<file path="src/rtl/sio_cfg_pkg.sv">
package sio_cfg_pkg;

    localparam int BYTE_W   = 8;
    localparam int STRAP_W  = 5;
    localparam int IO_W     = 16;
    localparam int IRQ_W    = 4;
    localparam int NUM_UART = 2;
    localparam int NUM_CFG  = 3;
    localparam int SEL_W    = $clog2(NUM_CFG);

    // enable register bit positions
    localparam int EN_PAR     = 0;
    localparam int EN_UART0   = 1;
    localparam int EN_FDC     = 3;
    localparam int EN_FDC_ALT = 5;
    localparam int EN_IDE     = 6;
    localparam int EN_IDE_ALT = 7;
    // power/test bit that moves the parallel IRQ for selector 0
    localparam int PW_PAR_HI  = 3;

    localparam logic [BYTE_W-1:0] ID_FIRST  = 8'h88;
    localparam logic [BYTE_W-1:0] ID_SECOND = 8'h00;

    typedef logic [IO_W-1:0]  io_addr_t;
    typedef logic [IRQ_W-1:0] irq_t;

    typedef struct packed {
        logic                               par_en;
        io_addr_t                           par_base;
        irq_t                               par_irq;
        logic [NUM_UART-1:0]                uart_en;
        logic [NUM_UART-1:0][IO_W-1:0]      uart_base;
        logic [NUM_UART-1:0][IRQ_W-1:0]     uart_irq;
        logic                               fdc_en;
        io_addr_t                           fdc_base;
        irq_t                               fdc_irq;
        logic                               ide_en;
        io_addr_t                           ide_base;
        io_addr_t                           ide_base2;
        irq_t                               ide_irq;
    } io_map_t;

    // strap-indexed reset contents of the enable register
    function automatic logic [BYTE_W-1:0] boot_en(input logic [STRAP_W-1:0] s);
        logic [BYTE_W-1:0] v;
        case (s) inside
            [5'd0:5'd5]:   v = 8'h4F;
            [5'd6:5'd11]:  v = 8'h4B;
            [5'd12:5'd15]: v = 8'h0F;
            [5'd16:5'd19]: v = 8'h49;
            [5'd20:5'd23]: v = 8'h07;
            [5'd24:5'd29]: v = 8'h47;
            5'd30:         v = 8'h08;
            default:       v = 8'h00;
        endcase
        return v;
    endfunction

    // strap-indexed reset contents of the address register
    function automatic logic [BYTE_W-1:0] boot_addr(input logic [STRAP_W-1:0] s);
        logic [BYTE_W-1:0] v;
        case (s)
            5'd0, 5'd12, 5'd20, 5'd24, 5'd30, 5'd31: v = 8'h10;
            5'd1, 5'd2, 5'd13, 5'd21, 5'd25, 5'd26:  v = 8'h11;
            5'd3, 5'd14, 5'd22, 5'd27:               v = 8'h39;
            5'd4, 5'd15, 5'd23, 5'd28:               v = 8'h24;
            5'd5, 5'd29:                             v = 8'h38;
            5'd6, 5'd16, 5'd19:                      v = 8'h00;
            5'd7, 5'd8, 5'd17, 5'd18:                v = 8'h01;
            5'd9:                                    v = 8'h09;
            default:                                 v = 8'h08;
        endcase
        return v;
    endfunction

    // strap-indexed reset contents of the power/test register
    function automatic logic [BYTE_W-1:0] boot_pw(input logic [STRAP_W-1:0] s);
        return (s == 5'd31) ? 8'h02 : 8'h00;
    endfunction

    // base for serial selectors 2/3: odd flag and group from address[7:6]
    function automatic io_addr_t uart_upper_base(input logic odd, input logic [1:0] grp);
        io_addr_t b;
        case ({odd, grp})
            3'b000:  b = io_addr_t'('h3E8);
            3'b001:  b = io_addr_t'('h338);
            3'b010:  b = io_addr_t'('h2E8);
            3'b011:  b = io_addr_t'('h220);
            3'b100:  b = io_addr_t'('h2E8);
            3'b101:  b = io_addr_t'('h238);
            3'b110:  b = io_addr_t'('h2E0);
            default: b = io_addr_t'('h228);
        endcase
        return b;
    endfunction

    function automatic io_map_t decode_map(input logic [BYTE_W-1:0] en_r,
                                           input logic [BYTE_W-1:0] addr_r,
                                           input logic              par_hi);
        io_map_t   m;
        logic [1:0] psel;
        logic [1:0] usel;
        m    = '0;
        psel = addr_r[1:0];
        if (en_r[EN_PAR] && (psel != 2'd3)) begin
            m.par_en = 1'b1;
            case (psel)
                2'd0: begin
                    m.par_base = io_addr_t'('h378);
                    m.par_irq  = par_hi ? irq_t'(7) : irq_t'(5);
                end
                2'd1: begin
                    m.par_base = io_addr_t'('h3BC);
                    m.par_irq  = irq_t'(7);
                end
                default: begin
                    m.par_base = io_addr_t'('h278);
                    m.par_irq  = irq_t'(5);
                end
            endcase
        end
        for (int i = 0; i < NUM_UART; i++) begin
            usel = addr_r[2*i+2 +: 2];
            if (en_r[EN_UART0+i]) begin
                m.uart_en[i] = 1'b1;
                case (usel)
                    2'd0:    m.uart_base[i] = io_addr_t'('h3F8);
                    2'd1:    m.uart_base[i] = io_addr_t'('h2F8);
                    default: m.uart_base[i] = uart_upper_base(usel[0], addr_r[7:6]);
                endcase
                m.uart_irq[i] = usel[0] ? irq_t'(3) : irq_t'(4);
            end
        end
        if (en_r[EN_FDC]) begin
            m.fdc_en   = 1'b1;
            m.fdc_base = en_r[EN_FDC_ALT] ? io_addr_t'('h370) : io_addr_t'('h3F0);
            m.fdc_irq  = irq_t'(6);
        end
        if (en_r[EN_IDE]) begin
            m.ide_en    = 1'b1;
            m.ide_base  = en_r[EN_IDE_ALT] ? io_addr_t'('h170) : io_addr_t'('h1F0);
            m.ide_base2 = m.ide_base + io_addr_t'('h206);
            m.ide_irq   = irq_t'(14);
        end
        return m;
    endfunction

endpackage

</file>
<file path="src/rtl/sio_cfg_regs.sv">
module sio_cfg_regs
    import sio_cfg_pkg::*;
(
    input  logic                clk,
    input  logic                rst_n,
    input  logic [STRAP_W-1:0]  strap,
    input  logic                bus_addr,
    input  logic [BYTE_W-1:0]   bus_wdata,
    input  logic                bus_wr,
    input  logic                bus_rd,
    output logic [BYTE_W-1:0]   bus_rdata,
    output logic [BYTE_W-1:0]   cfg_en,
    output logic [BYTE_W-1:0]   cfg_addr,
    output logic [BYTE_W-1:0]   cfg_pw
);

    localparam logic [BYTE_W-1:0] CFG_LIMIT = BYTE_W'(NUM_CFG);
    localparam logic [1:0]        ID_DONE   = 2'd2;

    typedef struct packed {
        logic [BYTE_W-1:0]              ptr;
        logic [1:0]                     id_step;
        logic                           ptr_rd_prev;
        logic [NUM_CFG-1:0][BYTE_W-1:0] cfg;
    } acc_state_t;

    acc_state_t s_d, s_q, s_boot;
    logic       ptr_rd;
    logic       ptr_ok;

    assign ptr_rd = bus_rd && !bus_addr;
    assign ptr_ok = s_q.ptr < CFG_LIMIT;

    always_comb begin
        s_boot             = '0;
        s_boot.cfg[0]      = boot_en(strap);
        s_boot.cfg[1]      = boot_addr(strap);
        s_boot.cfg[2]      = boot_pw(strap);
    end

    always_comb begin
        s_d             = s_q;
        s_d.ptr_rd_prev = ptr_rd;
        // identification step moves on when a pointer-port read ends
        if (s_q.ptr_rd_prev && !ptr_rd && (s_q.id_step != ID_DONE)) begin
            s_d.id_step = s_q.id_step + 2'd1;
        end
        if (bus_wr && !bus_addr) begin
            s_d.ptr     = bus_wdata;
            s_d.id_step = ID_DONE;
        end
        if (bus_wr && bus_addr && ptr_ok) begin
            s_d.cfg[s_q.ptr[SEL_W-1:0]] = bus_wdata;
        end
    end

    always_ff @(posedge clk) begin
        if (!rst_n) begin
            s_q <= s_boot;
        end else begin
            s_q <= s_d;
        end
    end

    always_comb begin
        bus_rdata = '0;
        if (bus_rd) begin
            if (!bus_addr) begin
                case (s_q.id_step)
                    2'd0:    bus_rdata = ID_FIRST;
                    2'd1:    bus_rdata = ID_SECOND;
                    default: bus_rdata = s_q.ptr;
                endcase
            end else if (ptr_ok) begin
                bus_rdata = s_q.cfg[s_q.ptr[SEL_W-1:0]];
            end
        end
    end

    assign cfg_en   = s_q.cfg[0];
    assign cfg_addr = s_q.cfg[1];
    assign cfg_pw   = s_q.cfg[2];

    // writes through an out-of-range pointer leave every register alone
    assert_rsv_write_ignored_R2: assert property (@(posedge clk) disable iff (!rst_n)
        (bus_wr && bus_addr && !ptr_ok) |=> $stable(s_q.cfg));

    // once the pointer has been written, pointer reads return it
    assert_ptr_write_ends_id_R4: assert property (@(posedge clk) disable iff (!rst_n)
        (bus_wr && !bus_addr) |=> ((bus_rd && !bus_addr) ? (bus_rdata == $past(bus_wdata)) : 1'b1));

    // an out-of-range data read yields zero
    assert_rsv_read_zero_R2: assert property (@(posedge clk) disable iff (!rst_n)
        (bus_rd && bus_addr && (s_q.ptr >= CFG_LIMIT)) |-> (bus_rdata == '0));

endmodule

</file>
<file path="src/rtl/sio_cfg_decode.sv">
module sio_cfg_decode
    import sio_cfg_pkg::*;
(
    input  logic                clk,
    input  logic                rst_n,
    input  logic [STRAP_W-1:0]  strap,
    input  logic [BYTE_W-1:0]   en_r,
    input  logic [BYTE_W-1:0]   addr_r,
    input  logic [BYTE_W-1:0]   pw_r,
    output io_map_t             map_o
);

    io_map_t map_d, map_q, map_boot;
    logic    unused_cfg_bits;

    assign unused_cfg_bits = ^{en_r[4], pw_r[BYTE_W-1:PW_PAR_HI+1], pw_r[PW_PAR_HI-1:0]};

    always_comb begin
        map_d    = decode_map(en_r, addr_r, pw_r[PW_PAR_HI]);
        map_boot = decode_map(boot_en(strap), boot_addr(strap), boot_pw(strap)[PW_PAR_HI]);
    end

    always_ff @(posedge clk) begin
        if (!rst_n) begin
            map_q <= map_boot;
        end else begin
            map_q <= map_d;
        end
    end

    assign map_o = map_q;

    // decoded outputs only move one edge after a register change
    assert_decode_lag_R11: assert property (@(posedge clk) disable iff (!rst_n)
        ($stable(en_r) && $stable(addr_r) && $stable(pw_r)) |=> $stable(map_q));

    // an unplaced parallel port drives no base and no IRQ
    assert_par_off_zero_R12: assert property (@(posedge clk) disable iff (!rst_n)
        !map_q.par_en |-> ((map_q.par_base == '0) && (map_q.par_irq == '0)));

    // IDE secondary block sits a fixed distance above the primary
    assert_ide_pair_R10: assert property (@(posedge clk) disable iff (!rst_n)
        map_q.ide_en |-> ((map_q.ide_base2 == map_q.ide_base + io_addr_t'('h206))
                          && (map_q.ide_irq == irq_t'(14))));

endmodule

</file>
<file path="src/rtl/sio_cfg_unit.sv">
module sio_cfg_unit
    import sio_cfg_pkg::*;
(
    input  logic                       clk,
    input  logic                       rst_n,
    input  logic [STRAP_W-1:0]         strap,
    input  logic                       bus_addr,
    input  logic [BYTE_W-1:0]          bus_wdata,
    input  logic                       bus_wr,
    input  logic                       bus_rd,
    output logic [BYTE_W-1:0]          bus_rdata,
    output logic                       par_en,
    output logic [IO_W-1:0]            par_base,
    output logic [IRQ_W-1:0]           par_irq,
    output logic [NUM_UART-1:0]        uart_en,
    output logic [NUM_UART*IO_W-1:0]   uart_base,
    output logic [NUM_UART*IRQ_W-1:0]  uart_irq,
    output logic                       fdc_en,
    output logic [IO_W-1:0]            fdc_base,
    output logic [IRQ_W-1:0]           fdc_irq,
    output logic                       ide_en,
    output logic [IO_W-1:0]            ide_base,
    output logic [IO_W-1:0]            ide_base2,
    output logic [IRQ_W-1:0]           ide_irq
);

    logic [BYTE_W-1:0] cfg_en, cfg_addr, cfg_pw;
    io_map_t           map;

    sio_cfg_regs u_regs (
        .clk       (clk),
        .rst_n     (rst_n),
        .strap     (strap),
        .bus_addr  (bus_addr),
        .bus_wdata (bus_wdata),
        .bus_wr    (bus_wr),
        .bus_rd    (bus_rd),
        .bus_rdata (bus_rdata),
        .cfg_en    (cfg_en),
        .cfg_addr  (cfg_addr),
        .cfg_pw    (cfg_pw)
    );

    sio_cfg_decode u_decode (
        .clk    (clk),
        .rst_n  (rst_n),
        .strap  (strap),
        .en_r   (cfg_en),
        .addr_r (cfg_addr),
        .pw_r   (cfg_pw),
        .map_o  (map)
    );

    assign par_en    = map.par_en;
    assign par_base  = map.par_base;
    assign par_irq   = map.par_irq;
    assign uart_en   = map.uart_en;
    assign uart_base = map.uart_base;
    assign uart_irq  = map.uart_irq;
    assign fdc_en    = map.fdc_en;
    assign fdc_base  = map.fdc_base;
    assign fdc_irq   = map.fdc_irq;
    assign ide_en    = map.ide_en;
    assign ide_base  = map.ide_base;
    assign ide_base2 = map.ide_base2;
    assign ide_irq   = map.ide_irq;

endmodule

</file>
<file path="config.mk">
export PLATFORM = sky130hd
export DESIGN_NAME = sio_cfg_unit
export DESIGN_NICKNAME = d
export VERILOG_FILES = /design/src/rtl/sio_cfg_pkg.sv /design/src/rtl/sio_cfg_regs.sv /design/src/rtl/sio_cfg_decode.sv /design/src/rtl/sio_cfg_unit.sv
export SDC_FILE = /design/constraint.sdc
export NUM_CORES = 1
export LEC_CHECK = 0
export ABC_AREA = 1
export BUFFER_PORTS_ARGS = -buffer_cell sky130_fd_sc_hd__buf_4
export CAP_MARGIN = 20
export CORE_MARGIN = 2
export CORE_UTILIZATION = 48
export CTS_CLUSTER_DIAMETER = 50
export DETAILED_ROUTE_END_ITERATION = 7
export GPL_ROUTABILITY_DRIVEN = 0
export PLACE_DENSITY = 0.87
export SYNTH_ARGS = -nofsm -noshare
export SYNTH_HDL_FRONTEND = slang
export SYNTH_SLANG_ARGS = --single-unit
</file>
<file path="constraint.sdc">
create_clock -name clk -period 2.2 [get_ports clk]
set_clock_uncertainty 0.15 [all_clocks]
set_input_delay 0.22 -clock clk [delete_from_list [all_inputs] [get_ports clk]]
set_output_delay 0.22 -clock clk [all_outputs]
set_load 0.01 [all_outputs]
</file>
* Word level (Yosys, flattened, before mapping)
Memory sizes are Yosys's and may differ from the RTL's. Cells that the tools add are included.
Word-level totals: register bits 156, memory bits (read-only) 320, memories kept 2, output and inout bits 129
Memory list:
- (name not given) | depth 32, width 5, rd ports 1, clocked after memory_dff 0, wr ports 0, RTL line sio_cfg_pkg.sv:62 | case (s)
- (name not given) | depth 32, width 5, rd ports 1, clocked after memory_dff 0, wr ports 0, RTL line sio_cfg_pkg.sv:62
Cells by class: bitwise operators 1, add/subtract/negate cells 3, reduce and logical (&&, ||, !) cells 34, magnitude comparators 15, equal/unequal tests 37, mux-type cells 60
Operator list (count):
- 9-bit one-hot mux with 6 select lines | 4
- 16-bit one-hot mux with 2 select lines | 4
- 121-bit 2-to-1 mux | 1
- 8-bit 2-to-1 mux | 15
- 21-bit 2-to-1 mux | 4
- 37-bit 2-to-1 mux | 2
- 16-bit 2-to-1 mux | 4
- 13-bit one-hot mux with 2 select lines | 2
- 24-bit 2-to-1 mux | 2
- 3-bit equality test (second input constant) | 12
- 16-bit by 10-bit adder with 16-bit output (second input constant) | 2
- 24-bit bitwise mux | 1
- 3-bit by 2-bit equality test with 1-bit output (second input constant) | 8
- 4-bit 2-to-1 mux | 5
- 8-bit binary-select mux with 2-bit select | 1
- 8-bit demux with 2-bit select | 1
- 8-bit one-hot mux with 2 select lines | 1
- 5-bit >= comparator (second input constant) | 3
- 5-bit less-or-equal comparator (second input constant) | 3
- 1-bit logical AND | 15
- 2-bit by 1-bit equality test with 1-bit output (second input constant) | 7
- 2-bit logical NOT | 7
- 3-bit by 1-bit equality test with 1-bit output (second input constant) | 4
- 3-bit logical NOT | 4
- 19 further kinds | 38

* Depth between registers and ports, before layout
depth after elaboration 12, depth in mapped cells 12, depth with buffers taken out 12

* Modules after synthesis
Synthesis repeated with hierarchy kept, for this count alone.
Second synthesis, totals: cells, all modules 609, area, all modules 4390.5 um2
By module, submodules not included:
- sio_cfg_regs | instances 1, area each 2358.5 um2, cells an instance 317
- sio_cfg_decode | instances 1, area each 2031.9 um2, cells an instance 292

* Worst setup path after synthesis
OpenSTA, ideal clock, no wires.
kind register to register, start point register u_regs.s_q[28] (netlist bit), end point register u_regs.s_q, in the netlist u_regs.cfg_addr[0], enable pin, setup time 0.374 ns, cell stages (with the launch flop) 6, slack 0.400 ns, arrival time 1.276 ns, buffers on the path 0, required time 1.676 ns, path through dfxtp_1 > inv_1 > o211ai_1 > nor2_1 > nand3_1 > o21ai_0
On the way: longest elaborated chain between the ends 3
RTL lines:
- start: declaration | RTL line sio_cfg_regs.sv:27 | acc_state_t s_d, s_q, s_boot;
- start signal: assignment | RTL line sio_cfg_regs.sv:59 | s_q <= s_boot;
- 8-bit by 2-bit less-than comparator with 1-bit output | RTL line sio_cfg_regs.sv:32 | assign ptr_ok = s_q.ptr < CFG_LIMIT;
- 1-bit logical AND | RTL line sio_cfg_regs.sv:52 | if (bus_wr && bus_addr && ptr_ok) begin
- 2-bit by 1-bit != test with 1-bit output (no source line)
No other way between the ends. A chain may end at the register's enable or synchronous reset.

* Worst setup path after layout
start point register u_regs.s_q[27] (netlist bit), end point output bus_rdata[1]
On the way: longest elaborated chain between the ends 5, elaborated cells between the ends (all ways) 6, classes of those cells order compare (1); mux (5)
RTL lines:
- branches (longest 2 deep; another with 8-bit by 2-bit less-than comparator with 1-bit output)
- 8-bit 2-to-1 mux (*) | RTL line sio_cfg_regs.sv:74 | end else if (ptr_ok) begin
- 8-bit 2-to-1 mux (*) | RTL line sio_cfg_regs.sv:68 | if (!bus_addr) begin
- 8-bit 2-to-1 mux (*) | RTL line sio_cfg_regs.sv:67 | if (bus_rd) begin
- end: declaration | RTL line sio_cfg_unit.sv:11 | output logic [BYTE_W-1:0] bus_rdata,
Mark *: on every way between the ends. The select of a mux whose other input is x is not followed.

==> reports/metrics.cfg <==
[synth]
syn_area_sq_um=3780
syn_area_per_cell_sq_um=7.96
synth_ff_type=dfxtp_1
async_reset_ff_share_pct=0
ys_seq_area_share_pct=37.1
synth.largest_area_cell=buf_4
netlist_instances=475
yosysWarnings=0
synth-simple-area-share_pct=18.5
synth-edff-count=24
yosys-top-cells-area=buf_4, edfxtp_1, dfxtp_1, nand2_1, nand3_1
synth_cell_types=34
synthAdderAreaFrac_pct=2.98
synth_top_family_by_area=buffers and inverters
synth_mux_area_share_pct=0
synth_top_area_share_pct=19.5
ys_ff_latch=58
synth-xor-area-share_pct=0
synth_compound_area_share_pct=15.9

[floorplan]
die_w_um=92.8
die_area_sq_um=8600
fp.dieH_um=92.8
core-area_sq_um=7690
initial_core_util_pct=49.2
std_cell_rows=32
ioPinCount=147

[detailed_routing]
drt.antenna.violating_nets=0
wl_per_cell_um=13.8
viasPerCell=5.19
vias=3298
wirelength_mm=8.79
drt-pass1-iter-count=5
dr.first_iter.drc_count=354
drc_errors=0

[sta]
period_minus_slack_ns=2.11
setup_violations=0
final_hold_viol_count=0
drv_slew=0
slew_headroom_pct=62.1
worst_pin_slew_ns=0.567
rsz0062_at_grt=no
timing.final.crit_share_pct=95.8
hold_ws_ns=0.0498
tns_ns=0
worst_slack_ns=0.0915
max_freq_mhz=474

[clocking]
ctsHoldBuffers=0
root_buffer=clkbuf_8
cts_setup_buffers=0
insertion_delay_ns=0.34
clkSlewWorstSetupHoldPaths_ns=0.06
clk_path_buf_depth=2
numCtsBuffers=9
cts_tree=yes
cts.sinks=58
htree_num_levels=3

[global_routing]
grt_max_degree=42
antenna_found_initial=0
grt_usage_pct=20.0
grt_pass1_vias=2848
grt_pass1_wl_mm=13.6
grt_overflow=0

[setup_path]
r2r_setup_slack_ns=0.26
reg2reg_from=u_regs.s_q[28]
critPathArrivalTime_ns=1.74
r2r_cells=6
critPathCaptureType=output pin
required_ns=1.83
crit_path_start_kind=register
worstSetupPathType=reg -> out
r2r_end=u_regs.cfg_en[6]
cp_max_fo=8

[cells_and_area]
final_common_cell=buf_4
num_antenna_cells=0
nNetsFinal=555
finish.instance_area_sq_um=4230
nFillCells=665
drive_gt1_share_pct=28.1
multi_input_area_sq_um=1670
syn_to_final_growth_pct=11.9
seq_area_sq_um=1400
mostFrequentLayoutCells=buf_4, nand2_1, conb_1, dfxtp_1, inv_1

[pwr]
vdd_drop_max_uv=263
p_leak_nw=2.04
power.density_nw_per_um2=729
finalPower_mw=3.09

[placed_design]
dpl.hpwl_mm=6.68
io_buffers=85
dpl_cell_area_sq_um=4020
post-place-ws_ns=0.282

[hold_path]
hold_path_depth=3
whs_endpoint=u_regs.s_q[32]
hp-class=in -> reg
min_from=bus_wdata[5]

[outcome]
status=finished clean

[flow_run]
max_cap_viol_count=0

==> report_power, final <==
group          leakage, nW  internal [mW]  switching (mW)
clock network       0.0939          0.508           0.414
logic                 1.42          0.332           0.497
registers            0.529           1.25          0.0851
total                 2.04           2.09           0.996
==> area by class of cell <==
cell class | count | area share, %
inverter | 43 | 3.93
clock inverter | 7 | 1.42
multi-input combinational | 325 | 39.4
sequential | 58 | 33.1
clock buffer | 9 | 2.93
timing repair buffer | 91 | 16.1
tap | 102 | 3.02
==> through the flow <==
stage	utilization (%)	std cells
2_1_floorplan	-	535
3_3_place_gp	52.3	619
3_5_place_dp	52.3	619
4_1_cts	54.7	635
5_1_grt	55.1	635
6_report	55.1	635
==> flip-flops by register name (all words and copies together), names as in the netlist <==
| name | cells |
|---|---|
| u_regs.cfg_pw | 8 |
| u_decode.map_o | 23 |
| u_regs.cfg_addr | 8 |
| u_regs.cfg_en | 8 |
| u_regs.s_q | 11 |
==> cell usage after synthesis (6+ instances only) <==
library cell / count
o21ai_0: 28
dfxtp_1: 34
nand2_1: 72
nand2_2: 10
o211ai_1: 7
nor2_1: 29
nand3_1: 30
o22ai_1: 9
o21ai_1: 7
buf_4: 98
nor2_2: 6
edfxtp_1: 24
a21oi_1: 27
a22oi_1: 6
ha_1: 9
inv_2: 10
o21ai_2: 6
inv_1: 32
==> how the worst max path moves through the flow <==
stage,from,end,slack [ns],depth (start not counted)
2_1_floorplan,u_regs.s_q[28],u_regs.cfg_addr[0],0.40,5
3_3_place_gp,u_regs.s_q[28],bus_rdata[0],0.30,6
3_5_place_dp,u_regs.s_q[28],bus_rdata[4],0.28,6
4_1_cts,u_regs.s_q[28],bus_rdata[2],0.02,6
5_1_grt,u_regs.s_q[28],bus_rdata[1],0.003,6
6_report,u_regs.s_q[27],bus_rdata[1],0.09,5
==> layer usage <==
layer | track usage [%] | up-vias | wire length [um] | part of all wire (%)
met2 | 33.3 | 259 | 4190 | 48
li1 | - | 1535 | - | -
met5 | 0 | - | 0 | 0
met1 | 24.4 | 1469 | 3320 | 38
met4 | 10.7 | 0 | 367 | 4.2
met3 | 4.07 | 35 | 909 | 10
==> repair_timing <==
item | 4_1_cts | 5_1_grt
gates cloned | 0 | 0
setup endpoints to repair | 7 | 8
resized for setup | 2 | 7
==> worst max-delay path, cell delays in order, from the launching register on <==
cell	delay, ns
dfxtp_2	0.44
nor2_2	0.12
buf_4	0.18
a221oi_1	0.37
o22ai_1	0.12
buf_4	0.16
==> cells by family after synthesis <==
kind of cell | count (synthesis)
other cells | 1
buf+inv | 152
fa+ha+maj | 9
compound gates | 100
flops | 58
simple gates | 155
Note: power is estimated with default switching activity, not from simulation.
